### src/rtl/lp_wake_detect.sv
module lp_wake_detect #(
  parameter int NA = 8,
  parameter int NB = 8
) (
  input  logic            clk,
  input  logic            rst_n,
  input  logic            cfg_wr,
  input  logic [7:0]      cfg_wdata,
  output logic [7:0]      cfg_q,
  input  logic            stop_active,
  input  logic [NA-1:0]   a_req,
  input  logic [3*NA-1:0] a_lvl,
  input  logic [NB-1:0]   b_req,
  input  logic [3*NB-1:0] b_lvl,
  output logic            wakeup
);
  logic       arm;
  logic [2:0] thr;
  logic [2:0] eff_thr;
  logic [NA-1:0] a_hit;
  logic [NB-1:0] b_hit;

  always_ff @(posedge clk or negedge rst_n)
    if (!rst_n) begin
      arm <= 1'b0;
      thr <= 3'd0;
    end else if (cfg_wr) begin
      arm <= cfg_wdata[7];
      thr <= cfg_wdata[6:4];
    end

  assign cfg_q   = {arm, thr, 4'b0000};
  assign eff_thr = (thr == 3'd7) ? 3'd6 : thr;

  for (genvar i = 0; i < NA; i++) begin : g_a
    assign a_hit[i] = a_req[i] && (a_lvl[3*i +: 3] > eff_thr);
  end
  for (genvar i = 0; i < NB; i++) begin : g_b
    assign b_hit[i] = b_req[i] && (b_lvl[3*i +: 3] > eff_thr);
  end

  assign wakeup = stop_active && arm && ((|a_hit) || (|b_hit));

  assert_reset_R1: assert property (@(posedge clk)
    !rst_n |=> (cfg_q == 8'h00));
  assert_write_R2: assert property (@(posedge clk) disable iff (!rst_n)
    cfg_wr |=> (cfg_q[7:4] == $past(cfg_wdata[7:4])));
  assert_hold_R2: assert property (@(posedge clk) disable iff (!rst_n)
    !cfg_wr |=> $stable(cfg_q));
  assert_arm_gate_R3: assert property (@(posedge clk) disable iff (!rst_n)
    !cfg_q[7] |-> !wakeup);
  assert_stop_gate_R4: assert property (@(posedge clk) disable iff (!rst_n)
    !stop_active |-> !wakeup);
  assert_no_req_R8: assert property (@(posedge clk) disable iff (!rst_n)
    (a_req == '0 && b_req == '0) |-> !wakeup);
endmodule

### config.mk
export PLATFORM = sky130hd
export DESIGN_NAME = lp_wake_detect
export DESIGN_NICKNAME = d
export VERILOG_FILES = /design/src/rtl/lp_wake_detect.sv
export SDC_FILE = /design/constraint.sdc
export NUM_CORES = 1
export LEC_CHECK = 0
export BUFFER_PORTS_ARGS = -buffer_cell sky130_fd_sc_hd__buf_4
export CAP_MARGIN = 40
export CELL_PAD_IN_SITES_DETAIL_PLACEMENT = 1
export CELL_PAD_IN_SITES_GLOBAL_PLACEMENT = 1
export CORE_MARGIN = 3
export CORE_UTILIZATION = 29
export DETAILED_ROUTE_END_ITERATION = 10
export PLACE_DENSITY = 0.88
export SETUP_SLACK_MARGIN = 0.05
export SLEW_MARGIN = 20
export SYNTH_ARGS = -nofsm -noshare
export SYNTH_HDL_FRONTEND = slang
export SYNTH_SLANG_ARGS = --single-unit
### constraint.sdc
create_clock -name clk -period 4.5 [get_ports clk]
set_input_delay 0.9 -clock clk [delete_from_list [all_inputs] [get_ports clk]]
set_output_delay 0.9 -clock clk [all_outputs]
set_load 0.005 [all_outputs]
# ---- Yosys cells after proc, flatten, opt, wreduce, memory -nomap -nowiden
# Cells that the tools add are included.
dict set report totals {
  register_bits 4
  latch_bits 0
  ram_bits 0
  romBits 0
  inputBits 76
  output_inout_bits 9
  word_cells 41
  n_memories 0
}
dict set report classes {
  add_sub_neg 0
  multipliers 0
  div_mod_pow 0
  n_lt_le_gt_ge 16
  eq_ne 1
  n_shift 0
  mux 1
  bitwise_logic 0
  n_reduce_logical 21
}
# operator n
set ops {}
lappend ops {{3-bit > comparator} 16}
lappend ops {{1-bit logical AND} 18}
lappend ops {{8-bit OR reduction} 2}
lappend ops {{3-bit == test (second input constant)} 1}
lappend ops {{3-bit two-way mux} 1}
lappend ops {{1-bit logical OR} 1}

# ---- Depth between registers and ports, before layout
dict set report logic_depth {
  depth_word 7
  depth_mapped 9
  ltp_nobuf 8
}

# ---- Worst setup path after synthesis
# OpenSTA, ideal clock, no wires.
dict set report synth_path {
  path_type {register to output}
  from {register thr[1]}
  to {output wakeup}
  t_arrival_ns 2.718
  required_time_ns 3.600
  slack_ns 0.882
  stages_incl_launch_ff 10
  n_path_buf 1
  cell_sequence {dfrtp_1 -> buf_6 -> a21boi_0 -> ha_1 -> inv_1 -> maj3_2 -> a21oi_2 -> o22ai_1 -> nor3_1 -> a31oi_1}
}
dict set report synth_between {
  elab_chain_len 7
  elab_cells_between_ends 38
  cone_classes {order compare (16); eq/ne (1); mux (1); reduce/logical (20)}
}
# item line
set synth_lines {}
lappend synth_lines {{start, declared} 18} ;# logic [2:0] thr;
lappend synth_lines {{start signal, assigned} 29} ;# thr <= cfg_wdata[6:4];
lappend synth_lines {{3-bit == test} 33} ;# assign eff_thr = (thr == 3'd7) ? 3'd6 : thr;
lappend synth_lines {{3-bit two-way mux (*)} 33}
lappend synth_lines {{3-bit > comparator (on tied branches)} {36, 39}}
lappend synth_lines {{1-bit logical AND (on tied branches)} {36, 39}}
lappend synth_lines {{8-bit OR reduction} 42} ;# assign wakeup = stop_active && arm && ((|a_hit) || (|b_hit));
lappend synth_lines {{1-bit logical OR (*)} 42}
lappend synth_lines {{1-bit logical AND (*)} 42}
lappend synth_lines {{end, declared} 15} ;# output logic wakeup
# Every way passes the cells marked *; elsewhere a longest branch is shown, timed or not.

# ---- Worst setup path after layout
# Ends and elaborated chain as after synthesis.

==> results.yml <==
run_status:
  status: "complete, no violations"
floorplan:
  core_mm2: 0.00438
  die_area_mm2: 0.00544
  die_h_um: 73.8
  std_cell_rows: 24
  start_util_pct: 30.4
  ios: 85
  die_x_um: 73.8
timing:
  max-slew-margin-rel_pct: 51.8
  fin_ws_ns: 0.915
  tightestPinTransition_ns: 0.722
  fmax_ghz: 0.279
  hold_viol: 0
  setup_tns_ns: 0
  finalWorstPathRequiredPeriod_ns: 3.58
  min_period_over_period_pct: 79.7
  setup_viol: 0
  finClkSkew_ns: 0
  slew_violations: 0
  rsz0062_at_grt: "no"
synthesis:
  synth.distinct_cells: 32
  synth_top_family_by_area: "adder cells"
  muxShareOfSynthArea_pct: 1.69
  avgSynthCellArea_um2: 7.97
  yosysWarnings: 0
  synth_most_common_cell: "ha_1"
  yosysSeqAreaShare_pct: 7.52
  syn_area_mm2: 0.00133
  synth_compound_area_share_pct: 19.6
  synth_commonest_cells: "42 x ha_1, 26 x inv_1, 14 x o21ai_0"
  synth_fa_ha_area_share_pct: 43.4
  synth-xor-area-share_pct: 3.29
  syn_inst: 167
  synth-simple-area-share_pct: 12.5
  async_flop_share_pct: 100
  yosys-top-cells-area: "ha_1 39%, dfrtp_1 7.5%, inv_1 7.3%"
  yosysTopAreaCell: "ha_1"
  synth_edf_count: 0
  synth.top_cell.area_share_pct: 39.5
  ys_ff_latch: 4
  ys.flop_type: "dfrtp_1"
power_and_ir_drop:
  power_density_mw_per_mm2: 168
  p_int_uw: 211
  seq_power_share_pct: 13.7
  power_uw: 333
  switching_power_uw: 121
  sw_frac_of_total_pct: 36.5
  pwr-share-comb_pct: 63.6
  peakVddDrop_v: 0.0000774
  p_clk_share_pct: 22.7
  p_leak_nw: 1.07
placement:
  gp_congestion: 0.762
  dp.cells: 293
  dp_slack_ns: 1.12
  io_buffer_count: 76
  dp_hpwl_um: 3530
setup_path:
  cp_max_fo: 10
  r2r_slack_ns: 3.22
  worstPathArrival_ns: 2.68
  crit_start: "thr[1]$_DFFE_PN0P_"
  required_ns: 3.60
  crit_type: "reg2out"
  crit_path_start_kind: "flip-flop"
  end_kind: "output pin"
  worstReg2RegStart: "thr[2]$_DFFE_PN0P_"
  r2r_end: "thr[2]$_DFFE_PN0P_"
  worstRegToRegCells: 2
clock_tree:
  clkSinkCount: 4
  cts-htree-levels: 1
  cts_hold_buf: 0
  cts_setup_buffers: 0
  cts_tree: "done"
  cts_buffers: 3
  cts_root_buf: "clkbuf_8"
  clock_path_buffers: 2
  clkTransAtPathRegs_ns: 0.03
  clk_latency_ns: 0.22
  ctsResizeCount: 0
detailed_routing:
  postRouteAntennaNets: 0
  drcViolationCount: 0
  wl_um: 3960
  vias: 1467
  post_drt_wl_per_cell_um: 13.4
  initialDrtViolationCount: 15
  vias_per_cell: 4.96
  drtPass1Iterations: 3
grt:
  overflow: 0
  grt_pass1_vias: 1528
  grt_max_degree: 19
  grt_first_pass_wirelength_um: 6330
  grtUsageTotal_pct: 14.6
  antenna_found_initial: 0
job:
  maxCapViolations: 0
layout:
  diodes: 0
  fillCellCount: 557
  synthToLayoutAreaGrowth_pct: 48.9
  final_nets: 364
  final_cell_count_no_fill: 296
  drive_above_1_share_pct: 35.7
min_path:
  min_path_type: "in2async"
per-layer routing:
| metal | up-vias | part of all wire, % | global-route usage, % |
|---|---|---|---|
| li1 | 751 | - | - |
| met1 | 669 | 40 | 17.1 |
| met2 | 45 | 53 | 27.9 |
| met3 | 2 | 7.1 | 2.46 |
| met4 | 0 | 0.38 | 2.01 |
| met5 | - | 0 | 0 |
power by group through the flow:
stage          Clock [mW]  Sequential, mW  Combinational (mW)
3_5_place_dp            0          0.0458               0.217
4_1_cts            0.0781          0.0454               0.217
5_1_grt            0.0812          0.0461               0.245
6_report           0.0757          0.0454               0.212
2_1_floorplan           0          0.0424               0.129
3_3_place_gp            0          0.0455               0.206
cell families (layout without fill, tap and decap cells):
family,after synthesis,after routing
muxes,2,2
AOI/OAI and AO/OA,41,41
adders and majority gates,47,47
buffers and inverters,33,107
other,1,4
DFF,4,4
and+or+nand+nor,34,34
xor gates and xnor gates,5,5
through the flow:
step	instance area, µm²	hold slack, ns	utilization [%]
floorplan	1340	0.504	-
global placement	1940	0.517	44.3
detailed placement	1940	0.519	44.3
CTS	1980	0.467	45.2
global route	1980	0.462	45.2
finish	1980	0.470	45.2
final cells by class:
type / instances / area [µm²] / share of cell area, %
Multi-Input combinational cell: 133 / 1090 / 55.1
Timing Repair Buffer: 77 / 578 / 29.2
Inverter: 27 / 106 / 5.37
Sequential cell: 4 / 100 / 5.05
Tap cell: 52 / 65.1 / 3.28
Clock buffer: 3 / 41.3 / 2.08
critical path: stages, from the launching register on:
cell      delay [ns]
dfrtp_1         0.55
a21boi_2        0.44
buf_4           0.26
ha_1            0.16
inv_1           0.04
maj3_2          0.30
a21oi_1         0.14
o22ai_1         0.08
nor3_1          0.23
a31oi_1         0.11
buf_4           0.15
cell usage in the layout (no fill, tap or decap), drive strengths merged, types with 5 or more instances in the layout:
cell,instances
o21ai,16
ha,42
nand3,10
nor2b,6
buf,77
inv,27
maj3,5
nor2,5
nand2,8
worst max path at each step:
stage / endpoint / slack, ns / cells past startpoint
5_1_grt: wakeup / 0.71 / 10
2_1_floorplan: wakeup / 0.88 / 9
3_3_place_gp: wakeup / 1.12 / 10
3_5_place_dp: wakeup / 1.12 / 10
6_report: wakeup / 0.92 / 10
4_1_cts: wakeup / 0.88 / 10
flip-flops by register name, indices dropped and copies added, names as in the netlist:
name / count
arm: 1
thr: 3
(Power assumes the default switching activity.)
